$ cat config.mk
export PLATFORM = sky130hd
export DESIGN_NAME = btb_fold
export DESIGN_NICKNAME = d
export VERILOG_FILES = /design/src/rtl/btb_fold_pkg.sv /design/src/rtl/btb_match.sv /design/src/rtl/btb_store.sv /design/src/rtl/btb_next_pc.sv /design/src/rtl/btb_fold.sv
export SDC_FILE = /design/constraint.sdc
export NUM_CORES = 2
export LEC_CHECK = 0
export CELL_PAD_IN_SITES_DETAIL_PLACEMENT = 0
export CELL_PAD_IN_SITES_GLOBAL_PLACEMENT = 2
export CORE_MARGIN = 4
export CORE_UTILIZATION = 25
export CTS_CLUSTER_DIAMETER = 100
export DETAILED_ROUTE_END_ITERATION = 12
export GPL_ROUTABILITY_DRIVEN = 1
export PLACE_DENSITY = 0.58
export SLEW_MARGIN = 30
export SYNTH_ARGS = -nofsm -noshare
export SYNTH_HDL_FRONTEND = slang
export SYNTH_HIERARCHICAL = 1
export SYNTH_SLANG_ARGS = --single-unit
$ cat constraint.sdc
create_clock -name clk_i -period 29.8 [get_ports clk_i]
set_clock_uncertainty 0.1 [all_clocks]
set_input_delay 8.94 -clock clk_i [delete_from_list [all_inputs] [get_ports clk_i]]
set_output_delay 8.94 -clock clk_i [all_outputs]
set_load 0.02 [all_outputs]
$ cat src/rtl/btb_fold_pkg.sv
package btb_fold_pkg;
  localparam int unsigned DEF_PC_W    = 32;
  localparam int unsigned DEF_INSN_W  = 32;
  localparam int unsigned DEF_ENTRIES = 8;

  typedef enum logic [1:0] {
    UPD_NONE  = 2'd0,
    UPD_ALLOC = 2'd1,
    UPD_FIX   = 2'd2
  } upd_e;
endpackage

$ cat src/rtl/btb_match.sv
module btb_match #(
  parameter int unsigned N     = 8,
  parameter int unsigned PC_W  = 32,
  localparam int unsigned IDX_W = (N > 1) ? $clog2(N) : 1
) (
  input  logic [N-1:0]    valid_i,
  input  logic [PC_W-1:0] tags_i [N],
  input  logic [PC_W-1:0] pc_i,
  output logic            hit_o,
  output logic [IDX_W-1:0] idx_o
);
  logic [N-1:0] eq;

  for (genvar g = 0; g < N; g++) begin : g_cmp
    assign eq[g] = valid_i[g] && (tags_i[g] == pc_i);
  end

  always_comb begin
    idx_o = '0;
    for (int i = 0; i < N; i++) begin
      if (eq[i]) idx_o = IDX_W'(i);
    end
  end

  assign hit_o = |eq;
endmodule

$ cat src/rtl/btb_store.sv
module btb_store #(
  parameter int unsigned N      = 8,
  parameter int unsigned PC_W   = 32,
  parameter int unsigned INSN_W = 32,
  localparam int unsigned IDX_W = (N > 1) ? $clog2(N) : 1
) (
  input  logic              clk_i,
  input  logic              rst_ni,
  input  btb_fold_pkg::upd_e upd_i,
  input  logic [IDX_W-1:0]  fix_idx_i,
  input  logic [PC_W-1:0]   tag_i,
  input  logic              taken_i,
  input  logic [PC_W-1:0]   tgt_i,
  input  logic [INSN_W-1:0] insn_i,
  input  logic              unc_i,
  output logic [N-1:0]      valid_o,
  output logic [PC_W-1:0]   tag_o  [N],
  output logic [N-1:0]      hist_o,
  output logic [PC_W-1:0]   tgt_o  [N],
  output logic [INSN_W-1:0] insn_o [N],
  output logic [N-1:0]      unc_o
);
  import btb_fold_pkg::*;

  logic [IDX_W-1:0] ptr_q;

  // round-robin victim pointer, advances only on insertion
  always_ff @(posedge clk_i or negedge rst_ni) begin
    if (!rst_ni) begin
      ptr_q <= '0;
    end else if (upd_i == UPD_ALLOC) begin
      ptr_q <= (ptr_q == IDX_W'(N - 1)) ? '0 : ptr_q + 1'b1;
    end
  end

  for (genvar g = 0; g < N; g++) begin : g_ent
    logic              v_q;
    logic [PC_W-1:0]   tag_q;
    logic              hist_q;
    logic [PC_W-1:0]   tgt_q;
    logic [INSN_W-1:0] insn_q;
    logic              unc_q;
    logic              sel_alloc;
    logic              sel_fix;

    assign sel_alloc = (upd_i == UPD_ALLOC) && (ptr_q == IDX_W'(g));
    assign sel_fix   = (upd_i == UPD_FIX) && (fix_idx_i == IDX_W'(g));

    always_ff @(posedge clk_i or negedge rst_ni) begin
      if (!rst_ni) begin
        v_q    <= 1'b0;
        tag_q  <= '0;
        hist_q <= 1'b0;
        tgt_q  <= '0;
        insn_q <= '0;
        unc_q  <= 1'b0;
      end else if (sel_alloc) begin
        v_q    <= 1'b1;
        tag_q  <= tag_i;
        hist_q <= taken_i;
        tgt_q  <= tgt_i;
        insn_q <= insn_i;
        unc_q  <= unc_i;
      end else if (sel_fix) begin
        hist_q <= taken_i;
        if (taken_i) begin
          tgt_q  <= tgt_i;
          insn_q <= insn_i;
          unc_q  <= unc_i;
        end
      end
    end

    assign valid_o[g] = v_q;
    assign tag_o[g]   = tag_q;
    assign hist_o[g]  = hist_q;
    assign tgt_o[g]   = tgt_q;
    assign insn_o[g]  = insn_q;
    assign unc_o[g]   = unc_q;
  end
endmodule

$ cat src/rtl/btb_next_pc.sv
module btb_next_pc #(
  parameter int unsigned PC_W       = 32,
  parameter int unsigned INSN_W     = 32,
  parameter int unsigned INSN_BYTES = 4
) (
  input  logic [PC_W-1:0]   pc_i,
  input  logic              hit_i,
  input  logic              hist_i,
  input  logic [PC_W-1:0]   tgt_i,
  input  logic [INSN_W-1:0] insn_i,
  input  logic              unc_i,
  input  logic              fold_en_i,
  output logic              pred_taken_o,
  output logic              fold_valid_o,
  output logic [INSN_W-1:0] fold_insn_o,
  output logic [PC_W-1:0]   next_pc_o
);
  localparam logic [PC_W-1:0] STEP = PC_W'(INSN_BYTES);

  always_comb begin
    pred_taken_o = hit_i && hist_i;
    fold_valid_o = pred_taken_o && unc_i && fold_en_i;
    fold_insn_o  = fold_valid_o ? insn_i : '0;
    if (fold_valid_o)      next_pc_o = tgt_i + STEP; // target already delivered
    else if (pred_taken_o) next_pc_o = tgt_i;
    else                   next_pc_o = pc_i + STEP;
  end
endmodule

$ cat src/rtl/btb_fold.sv
module btb_fold #(
  parameter int unsigned PC_W    = btb_fold_pkg::DEF_PC_W,
  parameter int unsigned INSN_W  = btb_fold_pkg::DEF_INSN_W,
  parameter int unsigned ENTRIES = btb_fold_pkg::DEF_ENTRIES
) (
  input  logic              clk_i,
  input  logic              rst_ni,
  input  logic [PC_W-1:0]   fetch_pc_i,
  input  logic              fold_en_i,
  output logic              hit_o,
  output logic              pred_taken_o,
  output logic [PC_W-1:0]   next_pc_o,
  output logic              fold_valid_o,
  output logic [INSN_W-1:0] fold_insn_o,
  input  logic              res_valid_i,
  input  logic [PC_W-1:0]   res_pc_i,
  input  logic              res_taken_i,
  input  logic              res_uncond_i,
  input  logic [PC_W-1:0]   res_target_i,
  input  logic [INSN_W-1:0] res_target_insn_i,
  output logic              mispredict_o
);
  import btb_fold_pkg::*;

  localparam int unsigned IDX_W      = (ENTRIES > 1) ? $clog2(ENTRIES) : 1;
  localparam int unsigned INSN_BYTES = INSN_W / 8;

  logic [ENTRIES-1:0] ent_valid;
  logic [PC_W-1:0]    ent_tag  [ENTRIES];
  logic [ENTRIES-1:0] ent_hist;
  logic [PC_W-1:0]    ent_tgt  [ENTRIES];
  logic [INSN_W-1:0]  ent_insn [ENTRIES];
  logic [ENTRIES-1:0] ent_unc;

  logic             f_hit, r_hit;
  logic [IDX_W-1:0] f_idx, r_idx;
  logic             r_wrong;
  upd_e             upd;

  btb_match #(.N(ENTRIES), .PC_W(PC_W)) i_fetch_match (
    .valid_i (ent_valid),
    .tags_i  (ent_tag),
    .pc_i    (fetch_pc_i),
    .hit_o   (f_hit),
    .idx_o   (f_idx)
  );

  btb_match #(.N(ENTRIES), .PC_W(PC_W)) i_res_match (
    .valid_i (ent_valid),
    .tags_i  (ent_tag),
    .pc_i    (res_pc_i),
    .hit_o   (r_hit),
    .idx_o   (r_idx)
  );

  btb_next_pc #(.PC_W(PC_W), .INSN_W(INSN_W), .INSN_BYTES(INSN_BYTES)) i_next_pc (
    .pc_i         (fetch_pc_i),
    .hit_i        (f_hit),
    .hist_i       (ent_hist[f_idx]),
    .tgt_i        (ent_tgt[f_idx]),
    .insn_i       (ent_insn[f_idx]),
    .unc_i        (ent_unc[f_idx]),
    .fold_en_i    (fold_en_i),
    .pred_taken_o (pred_taken_o),
    .fold_valid_o (fold_valid_o),
    .fold_insn_o  (fold_insn_o),
    .next_pc_o    (next_pc_o)
  );

  // compare the resolved outcome with what the table would have predicted
  always_comb begin
    if (r_hit) begin
      r_wrong = (ent_hist[r_idx] != res_taken_i) ||
                (res_taken_i && (ent_tgt[r_idx] != res_target_i));
    end else begin
      r_wrong = res_taken_i;
    end
    mispredict_o = res_valid_i && r_wrong;

    upd = UPD_NONE;
    if (res_valid_i && !r_hit)      upd = UPD_ALLOC;
    else if (res_valid_i && r_wrong) upd = UPD_FIX;
  end

  btb_store #(.N(ENTRIES), .PC_W(PC_W), .INSN_W(INSN_W)) i_store (
    .clk_i     (clk_i),
    .rst_ni    (rst_ni),
    .upd_i     (upd),
    .fix_idx_i (r_idx),
    .tag_i     (res_pc_i),
    .taken_i   (res_taken_i),
    .tgt_i     (res_target_i),
    .insn_i    (res_target_insn_i),
    .unc_i     (res_uncond_i),
    .valid_o   (ent_valid),
    .tag_o     (ent_tag),
    .hist_o    (ent_hist),
    .tgt_o     (ent_tgt),
    .insn_o    (ent_insn),
    .unc_o     (ent_unc)
  );

  assign hit_o = f_hit;
endmodule

==> impl_metrics.env <==
export IMPL_period_minus_slack_ns=25.02
export IMPL_cp_required_ns=20.76
export IMPL_cts_setup_buffers=0
export IMPL_slew_headroom=0.319
export IMPL_htreeDepth=3
export IMPL_p_switching_mw=1.59
export IMPL_powerDensity_nw_per_um2=94.6
export IMPL_r2r_cells=21
export IMPL_r2r_end="i_store/g_ent[1].insn_q[3]"
export IMPL_synth_fp_nets=3340
export IMPL_ys_flop_type="dfrtp_1"
export IMPL_synth_edf_count=0
export IMPL_p_total_mw=4.93
export IMPL_rsz0062_at_grt="false"
export IMPL_async_flop_share=1.00
export IMPL_critPathArrivalTime_ns=15.98
export IMPL_reg2reg_from="i_store/g_ent[2].tag_q[22]"
export IMPL_p_leak_nw=20.1
export IMPL_whs_path_depth=1
export IMPL_setup_worst_path_end_class="output port"
export IMPL_worst_pin_slew_ns=1.01
export IMPL_switching_share=0.322
export IMPL_ys_types=60
export IMPL_num_rows=154
export IMPL_hold_class="flip-flop to flip-flop"
export IMPL_synth_area_leaders="dfrtp_1 45%, mux2_2 19%, mux4_2 10%"
export IMPL_firstDrtPassIters=7
export IMPL_fin_crit_sh=0.840
export IMPL_final_nets=3505
export IMPL_grt_pass1_wl_um=218000
export IMPL_finalHoldViolations=0
export IMPL_worst_r2r_setup_slack_ns=20.60
export IMPL_path_clk_slew_ns=0.07
export IMPL_sequentialPowerShare=0.415
export IMPL_cpPeakStageDelay_ns=0.90
export IMPL_area_delta_synth_final_pct=17.2
export IMPL_layout_drive_gt1_share=0.385
export IMPL_grt_antenna_before_repair=18
export IMPL_grt_max_degree=174
export IMPL_die_area_um2=185000
export IMPL_cts_inserted_buffers=93
export IMPL_outcome="finished clean"
export IMPL_vias=27300
export IMPL_cts_sinks=795
export IMPL_fp_dieH_um=430
export IMPL_ctsResizeCount=0
export IMPL_routed_wl_um=150000
export IMPL_max_vdd_ir_drop_uv=40.9
export IMPL_post_drt_via_cell_ratio=4.71
export IMPL_grt_total_usage=0.161
export IMPL_clockPowerShare=0.248
export IMPL_critPathSlowestCell="clkdlybuf4s50_1"
export IMPL_ys_warnings_count=6
export IMPL_pin_count=202
export IMPL_gp_congestion=0.801
export IMPL_drv_cap=0
export IMPL_holdWs_ns=0.384
export IMPL_crit_path_start_kind="input port"
export IMPL_slew_viol_final=0
export IMPL_initial_utilization=0.252
export IMPL_setup_violations=0
export IMPL_io_buffers=201
export IMPL_cts_tree="built"
export IMPL_setup_tns_final_ns=0
export IMPL_fmax_ghz=0.0400
export IMPL_die_w_um=430
export IMPL_synth_top_area_share=0.447
export IMPL_ant_nets=0
export IMPL_ys_seq_area_frac=0.447
export IMPL_core_area_um2=176000
export IMPL_ys_seq_elements=795
export IMPL_drt_iter0_drc=1472
export IMPL_intPower_mw=3.34
export IMPL_avgSynthCellArea_um2=13.9
export IMPL_pwr_share_comb=0.337
export IMPL_clk_latency_ns=0.73
export IMPL_crit_buf_inv=4
export IMPL_synth_largest_area_cell="dfrtp_1"
export IMPL_overflow=0
export IMPL_worstSetupPathType="input port to output port"
export IMPL_path_max_fanout=30
export IMPL_drc=0
export IMPL_cts_root_buffer_cell="clkbuf_16"
export IMPL_min_from="i_store/g_ent[4].v_q"
export IMPL_crit_family="buffers and inverters"
export IMPL_cts_hold_buf=0
export IMPL_routedWlPerCell_um=26.0
export IMPL_syn_cell_area_um2=44500
export IMPL_crit_chain="clkdlybuf4s50_1, xnor2_1, nand4_1, nor4_1, nand4_1, or4_4, o21ai_4, buf_4, buf_4, mux4_2, mux2_2, nand3_2, nor3_4, nand4b_1, xor2_1, mux2i_1, clkdlybuf4s50_1"
export IMPL_synthesis_instances=3198
export IMPL_hold_path_end="i_store/g_ent[4].v_q"
export IMPL_clock_path_buffers=3
export IMPL_grt_pass1_vias=28800
export IMPL_dp_hpwl_um=96800
-- synth_stat cells (all sizes together) (5+ instances only) --
cell type	instances
nor3	20
inv	10
buf	204
a21oi	10
nor4	65
xnor2	320
nor2	20
nand4b	5
nand3	52
nand2	38
xor2	278
ha	8
nand4	108
nand2b	13
mux2	851
mux2i	50
mux4	198
nand3b	7
and3	12
o21ai	28
clkbuf	37
dfrtp	795
and2	36
-- logic make-up (layout without fill, tap and decap cells) --
group           Yosys count  after routing  synth area share
flops                   795            795             0.447
buf+inv                 251            491            0.0392
xor+xnor                598            598             0.118
mux                    1099           1099             0.331
simple gates            398            398            0.0553
compound gates           49             49           0.00670
other cells               0              6                 0
fa+ha+maj                 8              8           0.00225
-- worst max-delay path by stage --
stage / start / end / slack, ns / cells past startpoint
after floorplan: fetch_pc_i[28] / next_pc_o[8] / 7.51 / 18
after global placement: fetch_pc_i[8] / next_pc_o[28] / 4.55 / 17
after detailed placement: fetch_pc_i[8] / next_pc_o[29] / 4.41 / 16
after CTS: fetch_pc_i[8] / next_pc_o[29] / 4.40 / 16
after global routing: fetch_pc_i[8] / next_pc_o[26] / 4.42 / 18
final: fetch_pc_i[8] / next_pc_o[28] / 4.78 / 17
-- per-stage QoR --
step / cells / util / setup WS, ns / area, um^2
2_1_floorplan: 3198 / - / 7.51 / 44500
3_5_place_dp: 5606 / 0.276 / 4.41 / 48700
3_3_place_gp: 5605 / 0.276 / 4.55 / 48700
6_report: 5784 / 0.295 / 4.78 / 52100
4_1_cts: 5776 / 0.295 / 4.40 / 52000
5_1_grt: 5779 / 0.295 / 4.42 / 52100
-- registers in the layout, indices dropped and copies added (netlist names) --
| signal | count |
|---|---|
| i_store/g_ent.unc_q | 8 |
| i_store/g_ent.hist_q | 8 |
| i_store/g_ent.insn_q | 256 |
| i_store/ptr_q | 3 |
| i_store/g_ent.tgt_q | 256 |
| i_store/g_ent.v_q | 8 |
| i_store/g_ent.tag_q | 256 |
-- worst reg2reg max path, delay by kind of cell (launching register included) --
| kind | cells | cell delay, ns |
|---|---|---|
| buf+inv | 4 | 2.55 |
| compound gates | 2 | 0.43 |
| simple gates | 10 | 3.81 |
| xor+xnor | 2 | 0.49 |
| flops | 1 | 0.42 |
| mux | 3 | 1.33 |
-- power by group through the flow --
stage,Clock (mW),Combinational [mW],Sequential [mW]
finish,1.22,1.66,2.05
CTS,1.26,1.68,2.05
floorplan,0,1.34,1.93
global route,1.31,1.80,2.12
global placement,0,1.66,2.06
detailed placement,0,1.68,2.06
-- placed cells by master (no fill, tap or decap), types with 26 or more instances in the layout --
cell             Yosys  layout
xnor2_1            318     318
mux2i_1             50      50
mux4_2             198     198
nor4_1              65      65
mux2_2             764     764
dfrtp_1            795     795
clkbuf_8             0      26
clkbuf_16            0      94
nand2_1             38      38
nand3_1             51      49
clkdlybuf4s50_1      0     199
nand4_1            106     106
mux2_1              37      37
and2_1              36      36
buf_4               63     101
xor2_1             278     278
mux2_4              50      50
-- layout make-up --
| class | instances | area [um^2] |
|---|---|---|
| Timing Repair Buffer | 311 | 2950 |
| Clock inverter | 34 | 523 |
| Multi-Input combinational cell | 2152 | 23000 |
| Clock buffer | 136 | 2770 |
| Fill cell | 17900 | 124000 |
| Sequential cell | 795 | 19900 |
| Antenna cell | 6 | 15.0 |
| Inverter | 10 | 37.5 |
| Tap cell | 2340 | 2930 |
-- per-layer routing --
metal | global-route usage | share of wire | vias to the layer above
li1 | - | - | 12000
met1 | 0.217 | 0.45 | 14600
met2 | 0.274 | 0.49 | 516
met3 | 0.0249 | 0.037 | 158
met4 | 0.0344 | 0.020 | 6
met5 | 0 | 0.00026 | -
(Power assumes the default switching activity.)
